<file path="src/rtl/nvm_boot_pkg.sv">
package nvm_boot_pkg;
   localparam int CFG_WORDS = 4;
   localparam int W_PROT_P  = 0;
   localparam int W_PROT_D  = 1;
   localparam int W_OPT     = 2;
   localparam int W_SEC     = 3;

   typedef enum logic [1:0] {
      ST_FETCH = 2'd0,
      ST_BUF   = 2'd1,
      ST_DONE  = 2'd2
   } load_st_e;

   localparam logic [1:0] SEL_IDX = 2'd0;
   localparam logic [1:0] SEL_HI  = 2'd1;
   localparam logic [1:0] SEL_LO  = 2'd2;

   localparam logic [1:0] SEC_OPEN = 2'b10;

   localparam logic [7:0] OP_VERIFY_ALL = 8'h01;
   localparam logic [7:0] OP_ERASE_ALL  = 8'h08;
   localparam logic [7:0] OP_VERIFY_KEY = 8'h0C;
endpackage

</file>
<file path="src/rtl/nvm_cfg_fetch.sv">
module nvm_cfg_fetch
   import nvm_boot_pkg::*;
#(
   parameter int ADDR_W = 8,
   parameter int READ_CYC = 3,
   parameter int HOLD_READS = 2,
   parameter logic [ADDR_W-1:0] CFG_BASE = 8'hF0,
   localparam int IW = $clog2(CFG_WORDS)
) (
   input  logic              clk,
   input  logic              rst_n,
   output logic              rd_req,
   output logic [ADDR_W-1:0] rd_addr,
   output logic              capture,
   output logic [IW-1:0]     cap_idx,
   output logic              buf_phase,
   output logic              load_done,
   output logic              cpu_hold
);
   localparam int CW = (READ_CYC > 1) ? $clog2(READ_CYC) : 1;

   if (READ_CYC < 1) begin : g_chk_rc
      $error("READ_CYC must be at least 1");
   end
   if (HOLD_READS > CFG_WORDS) begin : g_chk_hr
      $error("HOLD_READS exceeds the number of configuration words");
   end

   load_st_e      st_q;
   logic [IW-1:0] idx_q;
   logic [CW-1:0] cyc_q;
   logic          last_cyc, last_word;

   assign last_cyc  = (cyc_q == CW'(READ_CYC - 1));
   assign last_word = (idx_q == IW'(CFG_WORDS - 1));

   always_ff @(posedge clk or negedge rst_n) begin
      if (!rst_n) begin
         st_q  <= ST_FETCH;
         idx_q <= '0;
         cyc_q <= '0;
      end else begin
         case (st_q)
            ST_FETCH: begin
               if (last_cyc) begin
                  cyc_q <= '0;
                  if (last_word) st_q <= ST_BUF;
                  else           idx_q <= idx_q + 1'b1;
               end else begin
                  cyc_q <= cyc_q + 1'b1;
               end
            end
            ST_BUF:  st_q <= ST_DONE;
            default: st_q <= ST_DONE;
         endcase
      end
   end

   assign rd_req    = (st_q == ST_FETCH);
   assign rd_addr   = CFG_BASE + ADDR_W'(idx_q);
   assign capture   = rd_req && last_cyc;
   assign cap_idx   = idx_q;
   assign buf_phase = (st_q == ST_BUF);
   assign load_done = (st_q == ST_DONE);

   if (HOLD_READS == 0) begin : g_nohold
      assign cpu_hold = 1'b0;
   end else begin : g_hold
      assign cpu_hold = rd_req && (int'(idx_q) < HOLD_READS);
      if (HOLD_READS < CFG_WORDS) begin : g_release
         // reads carry on after the hold is released
         p_read_after_hold_r2: assert property (@(posedge clk) disable iff (!rst_n)
            $fell(cpu_hold) |-> rd_req);
      end
   end

   // addresses stay inside the configuration window
   p_addr_window_r3: assert property (@(posedge clk) disable iff (!rst_n)
      rd_req |-> (int'(rd_addr - CFG_BASE) < CFG_WORDS));

   // once finished, the load stays finished until reset
   p_done_sticky_r1: assert property (@(posedge clk) disable iff (!rst_n)
      load_done |=> load_done);
endmodule

</file>
<file path="src/rtl/nvm_cfg_bank.sv">
module nvm_cfg_bank
   import nvm_boot_pkg::*;
#(
   parameter int DATA_W = 8,
   localparam int IW = $clog2(CFG_WORDS)
) (
   input  logic              clk,
   input  logic              rst_n,
   input  logic              capture,
   input  logic [IW-1:0]     cap_idx,
   input  logic [DATA_W-1:0] rd_data,
   input  logic              rd_sbe,
   input  logic              rd_dbe,
   input  logic              buf_phase,
   input  logic              buf_err,
   output logic [DATA_W-1:0] prot_p,
   output logic [DATA_W-1:0] prot_d,
   output logic [DATA_W-1:0] opt_byte,
   output logic [DATA_W-1:0] sec_byte,
   output logic [1:0]        mgstat,
   output logic              accerr
);
   if (DATA_W < 8) begin : g_chk_dw
      $error("DATA_W must be at least 8");
   end

   logic dbe_seen_q;
   logic committed_q;
   logic fallback;

   for (genvar g = 0; g < CFG_WORDS; g++) begin : g_shadow
      logic [DATA_W-1:0] word_q;
      always_ff @(posedge clk or negedge rst_n) begin
         if (!rst_n) word_q <= '1;
         else if (capture && (cap_idx == IW'(g))) word_q <= rd_data;
      end
   end

   always_ff @(posedge clk or negedge rst_n) begin
      if (!rst_n) dbe_seen_q <= 1'b0;
      else if (capture && rd_dbe) dbe_seen_q <= 1'b1;
   end

   assign fallback = dbe_seen_q || buf_err;

   always_ff @(posedge clk or negedge rst_n) begin
      if (!rst_n) begin
         prot_p      <= '1;
         prot_d      <= '1;
         opt_byte    <= '1;
         sec_byte    <= '1;
         mgstat      <= 2'b00;
         accerr      <= 1'b0;
         committed_q <= 1'b0;
      end else if (buf_phase && !committed_q) begin
         committed_q <= 1'b1;
         mgstat      <= {2{dbe_seen_q}};
         accerr      <= buf_err;
         if (fallback) begin
            prot_p   <= '1;
            prot_d   <= '1;
            opt_byte <= '1;
            sec_byte <= '1;
         end else begin
            prot_p   <= g_shadow[W_PROT_P].word_q;
            prot_d   <= g_shadow[W_PROT_D].word_q;
            opt_byte <= g_shadow[W_OPT].word_q;
            sec_byte <= g_shadow[W_SEC].word_q;
         end
      end
   end

   // both fault bits move together
   p_mgstat_pair_r5: assert property (@(posedge clk) disable iff (!rst_n)
      mgstat[0] == mgstat[1]);

   // any reported error goes with full-protection defaults
   p_fallback_r6: assert property (@(posedge clk) disable iff (!rst_n)
      (mgstat != 2'b00 || accerr) |->
         (prot_p == '1 && prot_d == '1 && opt_byte == '1 && sec_byte == '1));

   // a corrected fault alone does not mark the load as faulty
   p_sbe_silent_r7: assert property (@(posedge clk) disable iff (!rst_n)
      (capture && rd_sbe && !rd_dbe && !dbe_seen_q) |=> !dbe_seen_q);

   // protection is frozen once committed
   p_prot_frozen_r13: assert property (@(posedge clk) disable iff (!rst_n)
      committed_q |=> ($stable(prot_p) && $stable(prot_d)));
endmodule

</file>
<file path="src/rtl/nvm_cmd_gate.sv">
module nvm_cmd_gate
   import nvm_boot_pkg::*;
#(
   parameter int DATA_W = 8,
   parameter int IDX_W = 3,
   parameter int CMD_CYC = 4
) (
   input  logic              clk,
   input  logic              rst_n,
   input  logic              load_done,
   input  logic              cmd_wr_en,
   input  logic [1:0]        cmd_wr_sel,
   input  logic [DATA_W-1:0] cmd_wr_data,
   input  logic              cmd_go,
   input  logic              spec_mode,
   input  logic              verify_ok,
   output logic [IDX_W-1:0]  cmd_idx,
   output logic [DATA_W-1:0] cmd_hi,
   output logic [DATA_W-1:0] cmd_lo,
   output logic              cmd_busy,
   output logic              ccif,
   output logic              unsec
);
   localparam int KW = (CMD_CYC > 1) ? $clog2(CMD_CYC) : 1;

   if (CMD_CYC < 1) begin : g_chk_cc
      $error("CMD_CYC must be at least 1");
   end
   if (IDX_W > DATA_W) begin : g_chk_iw
      $error("IDX_W must not exceed DATA_W");
   end

   logic busy_q, run_last, start;

   assign ccif     = load_done && !busy_q;
   assign start    = ccif && cmd_go;
   assign cmd_busy = busy_q;

   if (CMD_CYC == 1) begin : g_single
      assign run_last = 1'b1;
   end else begin : g_count
      logic [KW-1:0] cnt_q;
      always_ff @(posedge clk or negedge rst_n) begin
         if (!rst_n) cnt_q <= '0;
         else if (start) cnt_q <= KW'(CMD_CYC - 1);
         else if (busy_q && cnt_q != '0) cnt_q <= cnt_q - 1'b1;
      end
      assign run_last = (cnt_q == '0);
   end

   always_ff @(posedge clk or negedge rst_n) begin
      if (!rst_n) begin
         busy_q <= 1'b0;
         unsec  <= 1'b0;
      end else begin
         if (start) busy_q <= 1'b1;
         else if (busy_q && run_last) begin
            busy_q <= 1'b0;
            if (cmd_hi == DATA_W'(OP_VERIFY_ALL) && spec_mode && verify_ok)
               unsec <= 1'b1;
         end
      end
   end

   always_ff @(posedge clk or negedge rst_n) begin
      if (!rst_n) begin
         cmd_idx <= '0;
         cmd_hi  <= '0;
         cmd_lo  <= '0;
      end else if (ccif && cmd_wr_en) begin
         case (cmd_wr_sel)
            SEL_IDX: cmd_idx <= cmd_wr_data[IDX_W-1:0];
            SEL_HI:  cmd_hi  <= cmd_wr_data;
            SEL_LO:  cmd_lo  <= cmd_wr_data;
            default: ;
         endcase
      end
   end

   // writes with the completion flag low leave the registers alone
   p_write_gate_r4: assert property (@(posedge clk) disable iff (!rst_n)
      (!ccif && cmd_wr_en) |=> ($stable(cmd_idx) && $stable(cmd_hi) && $stable(cmd_lo)));

   // a command starts only from an accepted launch
   p_go_gate_r10: assert property (@(posedge clk) disable iff (!rst_n)
      $rose(busy_q) |-> $past(load_done && cmd_go));

   // unsecuring needs special mode and a passing verify
   p_unsec_cause_r12: assert property (@(posedge clk) disable iff (!rst_n)
      $rose(unsec) |-> $past(busy_q && spec_mode && verify_ok));
endmodule

</file>
<file path="src/rtl/nvm_boot_loader.sv">
module nvm_boot_loader
   import nvm_boot_pkg::*;
#(
   parameter int ADDR_W = 8,
   parameter int DATA_W = 8,
   parameter int IDX_W = 3,
   parameter int READ_CYC = 3,
   parameter int HOLD_READS = 2,
   parameter int CMD_CYC = 4,
   parameter logic [ADDR_W-1:0] CFG_BASE = 8'hF0
) (
   input  logic              clk,
   input  logic              rst_n,
   output logic              rd_req,
   output logic [ADDR_W-1:0] rd_addr,
   input  logic [DATA_W-1:0] rd_data,
   input  logic              rd_sbe,
   input  logic              rd_dbe,
   input  logic              buf_err,
   output logic              cpu_hold,
   output logic              ccif,
   output logic [1:0]        mgstat,
   output logic              accerr,
   output logic [DATA_W-1:0] prot_p,
   output logic [DATA_W-1:0] prot_d,
   output logic [DATA_W-1:0] opt_byte,
   output logic [DATA_W-1:0] sec_byte,
   output logic              secured,
   input  logic              cmd_wr_en,
   input  logic [1:0]        cmd_wr_sel,
   input  logic [DATA_W-1:0] cmd_wr_data,
   input  logic              cmd_go,
   input  logic              spec_mode,
   input  logic              verify_ok,
   output logic [IDX_W-1:0]  cmd_idx,
   output logic [DATA_W-1:0] cmd_hi,
   output logic [DATA_W-1:0] cmd_lo,
   output logic              cmd_busy
);
   localparam int IW = $clog2(CFG_WORDS);

   logic          capture, buf_phase, load_done, unsec;
   logic [IW-1:0] cap_idx;

   nvm_cfg_fetch #(
      .ADDR_W(ADDR_W), .READ_CYC(READ_CYC),
      .HOLD_READS(HOLD_READS), .CFG_BASE(CFG_BASE)
   ) u_fetch (
      .clk(clk), .rst_n(rst_n), .rd_req(rd_req), .rd_addr(rd_addr),
      .capture(capture), .cap_idx(cap_idx), .buf_phase(buf_phase),
      .load_done(load_done), .cpu_hold(cpu_hold)
   );

   nvm_cfg_bank #(.DATA_W(DATA_W)) u_bank (
      .clk(clk), .rst_n(rst_n), .capture(capture), .cap_idx(cap_idx),
      .rd_data(rd_data), .rd_sbe(rd_sbe), .rd_dbe(rd_dbe),
      .buf_phase(buf_phase), .buf_err(buf_err),
      .prot_p(prot_p), .prot_d(prot_d), .opt_byte(opt_byte),
      .sec_byte(sec_byte), .mgstat(mgstat), .accerr(accerr)
   );

   nvm_cmd_gate #(.DATA_W(DATA_W), .IDX_W(IDX_W), .CMD_CYC(CMD_CYC)) u_gate (
      .clk(clk), .rst_n(rst_n), .load_done(load_done),
      .cmd_wr_en(cmd_wr_en), .cmd_wr_sel(cmd_wr_sel), .cmd_wr_data(cmd_wr_data),
      .cmd_go(cmd_go), .spec_mode(spec_mode), .verify_ok(verify_ok),
      .cmd_idx(cmd_idx), .cmd_hi(cmd_hi), .cmd_lo(cmd_lo),
      .cmd_busy(cmd_busy), .ccif(ccif), .unsec(unsec)
   );

   assign secured = (sec_byte[1:0] != SEC_OPEN) && !unsec;

   // completion flag low until the load has finished
   p_ccif_wait_r1: assert property (@(posedge clk) disable iff (!rst_n)
      !load_done |-> !ccif);

   // an error fallback always leaves the device secured unless unsecured later
   p_secure_fallback_r9: assert property (@(posedge clk) disable iff (!rst_n)
      ((mgstat != 2'b00 || accerr) && !unsec) |-> secured);

   // immediately after reset no command is running
   p_abort_r11: assert property (@(posedge clk)
      $rose(rst_n) |-> !cmd_busy);
endmodule

</file>
<file path="config.mk">
export PLATFORM = sky130hd
export DESIGN_NAME = nvm_boot_loader
export DESIGN_NICKNAME = d
export VERILOG_FILES = /design/src/rtl/nvm_boot_pkg.sv /design/src/rtl/nvm_cfg_fetch.sv /design/src/rtl/nvm_cfg_bank.sv /design/src/rtl/nvm_cmd_gate.sv /design/src/rtl/nvm_boot_loader.sv
export SDC_FILE = /design/constraint.sdc
export NUM_CORES = 1
export LEC_CHECK = 0
export BUFFER_PORTS_ARGS = -buffer_cell sky130_fd_sc_hd__buf_2
export CAP_MARGIN = 20
export CORE_MARGIN = 3
export CORE_UTILIZATION = 60
export CTS_BUF_LIST = sky130_fd_sc_hd__clkbuf_2 sky130_fd_sc_hd__clkbuf_4 sky130_fd_sc_hd__clkbuf_8
export DETAILED_ROUTE_END_ITERATION = 6
export GPL_TIMING_DRIVEN = 0
export PLACE_DENSITY = 0.88
export SLEW_MARGIN = 40
export SYNTH_ARGS = -nofsm -noshare
export SYNTH_HDL_FRONTEND = slang
export SYNTH_SLANG_ARGS = --single-unit
</file>
<file path="constraint.sdc">
create_clock -name clk -period 2.66 [get_ports clk]
set_input_delay 0.266 -clock clk [delete_from_list [all_inputs] [get_ports clk]]
set_output_delay 0.266 -clock clk [all_outputs]
set_load 0.005 [all_outputs]
</file>
### Yosys cells after proc, flatten, opt, wreduce, memory -nomap -nowiden

Cells that the tools add are included.

* bitwise operators: 2
* eq/ne operators: 12
* mux-type cells: 12
* add/sub/neg operators: 4
* $lt $le $gt $ge: 1
* reduce and logical (&&, ||, !) cells: 33

Operator list (count)
* $mux W8: 4
* $logic_and A1 B1 Y1: 16
* $mux W2: 6
* $eq A2 B2 Y1 const B: 5
* $eq A8 B1 Y1 const B: 1
* $logic_not A2 Y1: 4
* $reduce_and A2 Y1: 4
* $add A5 B3 Y6 const A: 1
* $eq A2 B1 Y1 const B: 3
* $ne A2 B2 Y1 const B: 3
* $reduce_and A3 Y1: 2
* $reduce_bool A2 Y1: 3
* $add A2 B1 Y2 const B: 2
* $logic_not A1 Y1: 3
* $lt A2 B2 Y1 const B: 1
* $mux W1: 2
* $not A1 Y1: 2
* $sub A2 B1 Y2 const B: 1
* $logic_or A1 B1 Y1: 1

* flip-flop bits (word level): 97
* logic and storage cells: 85
* output and inout bits: 67
* input port bits: 27

### Logic depth before layout (Yosys ltp)

Gate-level depths: netlist (run 1).

* word-level depth: 5
* gate-level depth with buffers: 5
* gate-level depth less buffers: 5

### Modules after synthesis

Synthesis (run 1) repeated with hierarchy kept, for this count alone.

* cells, all modules: 246
* area, all modules: 3913.8 µm²

By module, submodules not included
* nvm_cfg_bank: cells an instance 151, area an instance 2607.5 µm², instances 1, seq. area each 1781.7 µm²
* nvm_cmd_gate: cells an instance 60, area an instance 942.2 µm², instances 1, seq. area each 575.6 µm²
* nvm_cfg_fetch: cells an instance 33, area an instance 351.6 µm², instances 1, seq. area each 150.1 µm²
* nvm_boot_loader: cells an instance 2, area an instance 12.5 µm², instances 1, seq. area each 0.0 µm²

### Least setup slack after synthesis (run 1)

Ideal clock, no wire load.

* path kind: reg-to-reg
* from: register u_fetch.st_q[1]
* to: register u_fetch.idx_q[1], in the netlist u_fetch.cap_idx[1]
* data required time: 2535 ps
* path buffers: 0
* arrival time: 1391 ps
* clock period less this slack: 1516 ps
* stages on the path, launching flop included: 4
* library setup time: 125 ps
* setup slack: 1144 ps
* path through: dfrtp_1 > nor4b_4 > and2b_1 > mux2_2

* cells in the longest elaborated chain, start to end: 2

Ends and longest elaborated chain
* from (decl): line nvm_cfg_fetch.sv:29 `load_st_e st_q;`
* from (signal assigned): line nvm_cfg_fetch.sv:39 `st_q <= ST_FETCH;`
* from (signal assigned): line nvm_cfg_fetch.sv:47 `if (last_word) st_q <= ST_BUF;`
* from (signal assigned): line nvm_cfg_fetch.sv:53 `ST_BUF: st_q <= ST_DONE;`
* $logic_not A2 Y1: line nvm_cfg_fetch.sv:43 `case (st_q)`
* $reduce_and A3 Y1 (no line)
* to (signal assigned): line nvm_cfg_fetch.sv:48 `else idx_q <= idx_q + 1'b1;`
* to (decl): line nvm_cfg_fetch.sv:30 `logic [IW-1:0] idx_q;`

No other way between the ends.
A chain may end at the register's enable or synchronous reset.

### Final worst setup path (run 1)

* from: register u_fetch.st_q[1]
* to: output port cpu_hold

* cells in the longest elaborated chain, start to end: 2

Ends and longest elaborated chain
* $logic_not A2 Y1: line nvm_cfg_fetch.sv:59 `assign rd_req = (st_q == ST_FETCH);`
* $logic_and A1 B1 Y1: line nvm_cfg_fetch.sv:69 `assign cpu_hold = rd_req && (int'(idx_q) < HOLD_READS);`
* to (decl): line nvm_boot_loader.sv:20 `output logic cpu_hold,`

No other way between the ends.

==> flow_summary.json, run 1 <==
{
  "status": "complete, no violations",
  "final_core_util": 0.740,
  "period_needed_ns": 1.74,
  "io_pins": 94,
  "swShare": 0.260,
  "htreeDepth": 3,
  "dieHeight_um": 87.4,
  "firstDrtPassIters": 4,
  "routed_wl_um": 8120,
  "cts_tree": "built",
  "drv_cap": 0,
  "ys_seq_area_frac": 0.631,
  "dieArea_um2": 7640,
  "hold_viol": 0,
  "synth-simple-area-share": 0.107,
  "async_reset_ff_frac": 1.00,
  "final_area_um2": 4730,
  "synth-adder-area-share": 0.0157,
  "drtAntennaViolNets": 0,
  "ir_drop_mv": 0.512,
  "gr-total-overflow": 0,
  "die_w_um": 87.4,
  "finalMaxSlewViolations": 0,
  "grt_pass1_vias": 2668,
  "slowest_stage": "dfrtp_1",
  "ys_warn_count": 0,
  "rsz0062_at_grt": "no",
  "max_stage_delay_ns": 0.46,
  "crit_path_start_kind": "flip-flop",
  "routedWlPerCell_um": 16.3,
  "grt_max_degree": 67,
  "synth_cell_type_count": 30,
  "pwr-share-seq": 0.562,
  "initial_core_util": 0.623,
  "antenna_found_initial": 0,
  "synth_top_family_by_area": "multiplexers",
  "synth_compound_area_frac": 0.0554,
  "ys_seq_elements": 97,
  "pwr-share-clk": 0.260,
  "finalSetupTns_ns": 0,
  "grt_pass1_wl_um": 13200,
  "most-common-layout-cells": "89 x buf_2, 64 x nor2_1, 64 x dfstp_2, 54 x mux2_2",
  "leakagePower_nw": 2.13,
  "synth_edf_count": 0,
  "powerDensity_nw_per_um2": 690,
  "layout.nets": 450,
  "core_um2": 6390,
  "hp-class": "in2async",
  "cts.repair.resized": 0,
  "synth_top_area_frac": 0.423,
  "placementRows": 29,
  "syn_inst": 316,
  "setup_violations": 0,
  "critical_path.cell_chain": "or2_2 -> clkbuf_1 -> nor2_1 -> buf_2",
  "p_switching_mw": 0.848,
  "cts_setup_buffers": 0,
  "synth_xor_area_frac": 0.00441,
  "syn_area_per_cell_um2": 12.6,
  "skew_ns": 0.0132,
  "fmax_mhz": 574,
  "grtUsageTotal": 0.227,
  "cp-end-kind": "primary output",
  "period_share": 0.655,
  "required_ns": 2.39,
  "worstSetupPathType": "reg2out",
  "postCtsHoldBufs": 0,
  "cts.clk_slew.worst_paths_ns": 0.09,
  "synthMuxAreaShare": 0.153,
  "fill_cells": 456,
  "vias_per_cell": 5.36,
  "synth_top_flop_cell": "dfstp_2",
  "gp_congestion": 0.788,
  "cp.buffers_inverters": 2,
  "drc": 0,
  "diodes": 0,
  "arrival_ns": 1.48,
  "clk_path_buf_depth": 2,
  "drt-initial-drc-count": 129,
  "stdcell_count": 499,
  "synthTopCellsByArea": "dfstp_2 42%, dfrtp_1 21%, mux2_2 15%",
  "clockRootBuffer": "clkbuf_8",
  "p_int_mw": 2.41,
  "syn_to_final_growth_pct": 18.9,
  "worstSkewPairLatency_ns": 0.35,
  "portBuffers": 86,
  "place_hpwl_um": 5850,
  "cts_buffers": 9,
  "placed_area_um2": 4550,
  "synth_area_um2": 3980,
  "cts.sinks": 97,
  "vias": 2675,
  "crit_path_max_fanout": 6,
  "comb_power_share": 0.177,
  "layout_commonest_cell": "buf_2",
  "final_layout_size_suffix_gt1_frac": 0.573,
  "critPathTopFamily": "flip-flops",
  "dp.cells": 484,
  "synth_largest_area_cell": "dfstp_2"
}
==> cells in the mapped netlist (all sizes together), types with 2 or more instances <==
| cell | count |
|---|---|
| a21o | 2 |
| a21oi | 33 |
| buf | 11 |
| clkbuf | 8 |
| conb | 2 |
| dfrtp | 33 |
| dfstp | 64 |
| ha | 5 |
| inv | 7 |
| mux2 | 54 |
| nand2 | 9 |
| nand3b | 2 |
| nor2 | 64 |
| nor3 | 2 |
| nor3b | 3 |
| nor4b | 3 |
| o21ai | 3 |
| or2 | 3 |
==> path summary, 6_finish.rpt <==
check / to / cells after the start / start / slack, ns
max reg2reg: u_fetch.cap_idx[1] / 3 / u_fetch.st_q[1] / 0.96
max: cpu_hold / 4 / u_fetch.st_q[1] / 0.92
min: u_bank.prot_p[3] / 1 / rst_n / 0.04
min in group clk: u_bank.dbe_seen_q / 2 / rd_dbe / 0.13
max in group asynchronous: u_bank.opt_byte[6] / 2 / rst_n / 2.22
min reg2reg: u_bank.committed_q / 1 / u_bank.committed_q / 0.48
==> cell families after synthesis <==
logic type	Yosys count
buf+inv	26
compound gates	41
xor+xnor	2
mux	54
flops	97
other cells	2
simple gates	89
fa+ha+maj	5
==> sequential cells by signal, summed over array words and instances, names as in the netlist, 2 cells and up <==
register,flops
u_fetch.st_q,2
u_bank.sec_byte,8
u_gate.cmd_lo,8
u_gate.cmd_hi,8
u_bank.prot_p,8
u_fetch.cyc_q,2
u_gate.g_count.cnt_q,2
u_fetch.cap_idx,2
u_gate.cmd_idx,3
u_bank.prot_d,8
u_bank.opt_byte,8
u_bank.g_shadow.word_q,32
==> metrics by stage <==
step	hold slack, ns	total power, mW	setup WS, ns
after floorplan	-0.0296	2.14	1.14
after global placement	0.452	2.40	0.513
after detailed placement	0.426	2.45	0.967
after CTS	0.0397	3.30	0.898
after global routing	0.0563	3.45	0.808
final	0.0357	3.26	0.917
==> power groups by stage <==
stage                     Sequential [mW]  Combinational [mW]  Clock [mW]
final                                1.83               0.578       0.850
after global routing                 1.87               0.636       0.947
after CTS                            1.84               0.592       0.870
after detailed placement             1.86               0.591           0
after global placement               1.84               0.560           0
after floorplan                      1.86               0.282           0
==> final cells by class <==
type	instances	area, um2	share of cell area
clock inverter	4	30.0	0.00635
buffer	19	103	0.0217
tap	77	96.3	0.0204
inverter	7	26.3	0.00556
timing repair buffer	87	464	0.0982
multi-input combinational	197	1360	0.287
sequential	97	2510	0.530
clock buffer	11	145	0.0307
==> metal layers <==
metal | share of wire | up-vias | track usage
met4 | 0.017 | 0 | 0.0893
met2 | 0.53 | 60 | 0.388
met5 | 0 | - | 0
met3 | 0.037 | 12 | 0.0284
li1 | - | 1261 | -
met1 | 0.42 | 1342 | 0.296
No activity file was read; power rests on OpenSTA's default activity.
==> inputs of run 2 (changes only) <==
CORE_UTILIZATION = 55   (was 60)
PLACE_DENSITY = 0.81   (was 0.88)
clock period = 1.71 ns   (was 2.66 ns; I/O delays follow)
==> run 2 against run 1 <==
Sequential power increased by 56%. Via count decreased by 1.5%. Critical path depth unchanged. Flip-flop and latch count unchanged.
==> flow_summary.json, run 2 (synthesis results as in run 1) <==
{
  "gr-total-overflow": 0,
  "most-common-layout-cells": "89 x buf_2, 64 x nor2_1, 64 x dfstp_2, 54 x mux2_2, 33 x a21oi_1",
  "largest_reg_flops": 32,
  "place_hpwl_um": 5750,
  "worstSetupPathType": "reg2reg",
  "cts_tree": "built",
  "arrival_ns": 1.87,
  "routed_wl_um": 8090,
  "dp_slack_ns": 0.0151,
  "dieHeight_um": 91.0,
  "cts.clk_slew.worst_paths_ns": 0.10,
  "ir_drop_mv": 0.848,
  "layout.nets": 452,
  "grt_max_degree": 51,
  "cts.sinks": 97,
  "grt_pass1_wl_um": 13200,
  "crit_path_max_fanout": 10,
  "vias": 2634,
  "gp_congestion": 0.748,
  "drt-initial-drc-count": 94,
  "top_register": "u_bank.g_shadow.word_q",
  "dp.cells": 503,
  "final_area_um2": 4780,
  "setup_violations": 0,
  "drv_cap": 0,
  "cts_buffers": 9,
  "stdcell_count": 520,
  "fin_ws_ns": 0.120,
  "whs_ns": 0.0296,
  "worst_pin_slew_ns": 0.526,
  "layout_commonest_cell": "buf_2",
  "r2r_setup_slack_ns": 0.12,
  "core_um2": 6910,
  "htreeDepth": 3,
  "powerDensity_nw_per_um2": 1070,
  "firstDrtPassIters": 4,
  "wl_met2_um": 4110,
  "diodes": 0,
  "portBuffers": 86,
  "cp-end-kind": "flip-flop",
  "period_needed_ns": 1.59,
  "hold_start": "rd_dbe",
  "vias_per_cell": 5.07,
  "wl_met1_um": 3590,
  "hold_path_depth": 2,
  "syn_to_final_growth_pct": 20.2,
  "clockRootBuffer": "clkbuf_8",
  "placementRows": 30,
  "die_w_um": 91.0,
  "skew_ns": 0.0111,
  "maxSlewHeadroom": 0.650,
  "r2r_end": "u_bank.prot_d[6]",
  "routedWlPerCell_um": 15.6,
  "io_pins": 94,
  "hp-class": "in2reg",
  "finalSetupTns_ns": 0,
  "initial_core_util": 0.576,
  "reg2reg_from": "u_fetch.st_q[0]",
  "rsz0062_at_grt": "no",
  "drtAntennaViolNets": 0,
  "grtUsageTotal": 0.204,
  "placed_area_um2": 4580,
  "finalPower_mw": 5.10,
  "finalMaxSlewViolations": 0,
  "crit_path_start_kind": "flip-flop",
  "rr_worst_depth": 4,
  "fmax_mhz": 629,
  "hold_viol": 0,
  "drc": 0,
  "hold_path_end": "u_bank.dbe_seen_q",
  "period_share": 0.930,
  "grt_pass1_vias": 2618,
  "clk_path_buf_depth": 2,
  "final_core_util": 0.692,
  "status": "complete, no violations",
  "top_layer_used": "met4",
  "wl_met3_um": 292,
  "leakagePower_nw": 2.14,
  "antenna_found_initial": 0,
  "dieArea_um2": 8290,
  "final_layout_size_suffix_gt1_frac": 0.585,
  "worstSkewPairLatency_ns": 0.35,
  "required_ns": 1.99,
  "postCtsHoldBufs": 0
}
[run 2: layout make-up]
cell class / count / area (um2)
fill: 559 / 2130
clock inverter: 5 / 41.3
tap: 96 / 120
inverter: 7 / 26.3
timing repair buffer: 90 / 487
clock buffer: 10 / 138
buffer: 18 / 100
multi-input combinational: 197 / 1360
sequential: 97 / 2510
[run 2: worst max-delay path, stage by stage (launching register included)]
cell and delay [ns]:
dfrtp_1 0.48, nor3b_2 0.33, clkbuf_1 0.46, nor2_1 0.10
a21oi_1 0.15
[run 2: layer usage]
metal,up-vias,global-route usage
met4,0,0.0842
met5,-,0
met3,6,0.0315
met2,50,0.339
met1,1323,0.267
li1,1255,-
[run 2: what timing repair did]
item | CTS | global route
buffers inserted | 0 | 3
pin swaps | 0 | 2
gates resized for setup | 1 | 2
gates cloned | 0 | 0
setup endpoints to repair | 1 | 76
[run 2: worst max-delay path by stage]
stage	endpoint	slack, ns	depth (start not counted)	startpoint
global placement	u_gate.cmd_lo[7]	-0.37	1	rst_n
global route	u_bank.sec_byte[4]	0.04	4	u_fetch.st_q[0]
finish	u_bank.prot_d[6]	0.12	4	u_fetch.st_q[0]
floorplan	u_fetch.cap_idx[1]	0.19	3	u_fetch.st_q[1]
CTS	u_bank.mgstat[0]	-0.003	3	u_fetch.st_q[1]
detailed placement	u_bank.prot_d[4]	0.02	4	u_fetch.st_q[0]
[run 2: power by group]
part           leakage, nW  switching, mW  internal, mW
Combinational        0.996          0.375         0.521
Clock               0.0850          0.778         0.571
Sequential            1.06          0.200          2.65
Total                 2.14           1.35          3.75
==> inputs of run 3 (changes only) <==
PLACE_DENSITY = 0.79   (was 0.81)
==> run 3 against run 2 <==
Count of clock-buffer cells in the layout increased by 2. Sequential power about the same. Critical path depth decreased by 1. Critical endpoint is now u_bank.accerr. Setup slack improved by 0.026 ns. Wire length increased by 0.70%.
==> flow_summary.json, run 3 (synthesis results as in run 1) <==
{
  "status": "complete, no violations",
  "routedWlPerCell_um": 15.6,
  "cts.sinks": 97,
  "critical_path.cell_chain": "nor3b_2 -> buf_2 -> mux2_2",
  "clk_path_buf_depth": 2,
  "dieArea_um2": 8290,
  "fin_ws_ns": 0.146,
  "r2r_setup_slack_ns": 0.15,
  "drv_cap": 0,
  "grt_max_degree": 52,
  "skew_ns": 0.00950,
  "portBuffers": 86,
  "worstSetupPathType": "reg2reg",
  "die_w_um": 91.0,
  "final_layout_size_suffix_gt1_frac": 0.581,
  "leakagePower_nw": 2.18,
  "slowest_stage": "dfrtp_1",
  "gr-total-overflow": 0,
  "cts_tree": "built",
  "htreeDepth": 3,
  "finalPower_mw": 5.61,
  "powerDensity_nw_per_um2": 1160,
  "vias": 2659,
  "worstSkewPairLatency_ns": 0.36,
  "most-common-layout-cells": "89 x buf_2, 64 x nor2_1, 64 x dfstp_2, 54 x mux2_2, 33 x a21oi_1",
  "drt-initial-drc-count": 171,
  "place_hpwl_um": 5760,
  "crit_cells": 3,
  "dp_slack_ns": -0.0472,
  "largest_reg_flops": 32,
  "syn_to_final_growth_pct": 22.2,
  "gp_congestion": 0.761,
  "io_pins": 94,
  "placementRows": 30,
  "vias_per_cell": 5.10,
  "antenna_found_initial": 0,
  "hold_start": "rd_dbe",
  "firstDrtPassIters": 4,
  "cts.clk_slew.worst_paths_ns": 0.09,
  "required_ns": 1.96,
  "cp.buffers_inverters": 1,
  "rsz0062_at_grt": "no",
  "drc": 0,
  "hp-class": "in2reg",
  "critPathTopFamily": "flip-flops",
  "layout.nets": 452,
  "setup_violations": 0,
  "grt_pass1_vias": 2778,
  "grt_pass1_wl_um": 13600,
  "diodes": 0,
  "reg2reg_from": "u_fetch.st_q[0]",
  "crit_path_max_fanout": 10,
  "initial_core_util": 0.576,
  "timing.critical_path.from": "u_fetch.st_q[0]",
  "ir_drop_mv": 0.771,
  "crit_path_start_kind": "flip-flop",
  "period_share": 0.915,
  "dieHeight_um": 91.0,
  "cts_buffers": 9,
  "layout_commonest_cell": "buf_2",
  "cp-end-kind": "flip-flop",
  "rr_worst_depth": 3,
  "grtUsageTotal": 0.207,
  "hold_path_depth": 2,
  "clockRootBuffer": "clkbuf_8",
  "fmax_mhz": 639,
  "core_um2": 6910,
  "max_stage_delay_ns": 0.46,
  "hold_viol": 0,
  "top_register": "u_bank.g_shadow.word_q",
  "arrival_ns": 1.81,
  "drtAntennaViolNets": 0,
  "finalMaxSlewViolations": 0,
  "period_needed_ns": 1.56,
  "routed_wl_um": 8150
}
run 3: power breakdown:
group | switching (mW) | internal [mW]
logic | 0.375 | 0.519
clock network | 0.768 | 1.09
registers | 0.202 | 2.65
total | 1.35 | 4.27
run 3: metrics by stage:
stage          hold WS (ns)  std cells  setup TNS, ns  area [um2]  utilization
2_1_floorplan        -0.125        320              0        3990            -
3_3_place_gp          0.377        502         -12.12        4540        0.658
3_5_place_dp          0.144        503         -0.239        4570        0.661
4_1_cts             0.00805        520              0        4840        0.701
5_1_grt              0.0258        521              0        4860        0.703
6_report             0.0185        521              0        4860        0.703
run 3: area by class of cell:
cell class | count | area, um2
well taps | 96 | 120
multi-input cells | 197 | 1360
clock buffers | 12 | 165
flip-flops and latches | 97 | 2510
repair buffers | 90 | 482
plain buffers | 18 | 98.8
inverters | 7 | 26.3
clock inverters | 4 | 96.3
fillers | 532 | 2050
run 3: worst reg2reg max path, stage by stage, from the launching register on:
cell,delay [ns]
dfrtp_1,0.46
nor3b_2,0.34
buf_2,0.29
mux2_2,0.36
run 3: final timing paths:
path | end
max | u_bank.accerr
min | u_bank.dbe_seen_q
max reg2reg | u_bank.accerr
min reg2reg | u_bank.dbe_seen_q
max in group asynchronous | u_bank.opt_byte[5]
min in group asynchronous | u_bank.accerr
run 3: what timing repair did:
item	4_1_cts	5_1_grt
setup endpoints to repair	32	42
hold buffers	1	0
hold endpoints to repair	33	0
pin swaps	0	2
gates resized for setup	1	1
setup buffers	0	2
run 3: routing by layer:
| layer | global-route usage | share of wire |
|---|---|---|
| met1 | 0.267 | 0.43 |
| met5 | 0 | 0 |
| met4 | 0.0691 | 0.013 |
| met2 | 0.343 | 0.52 |
| met3 | 0.0497 | 0.034 |
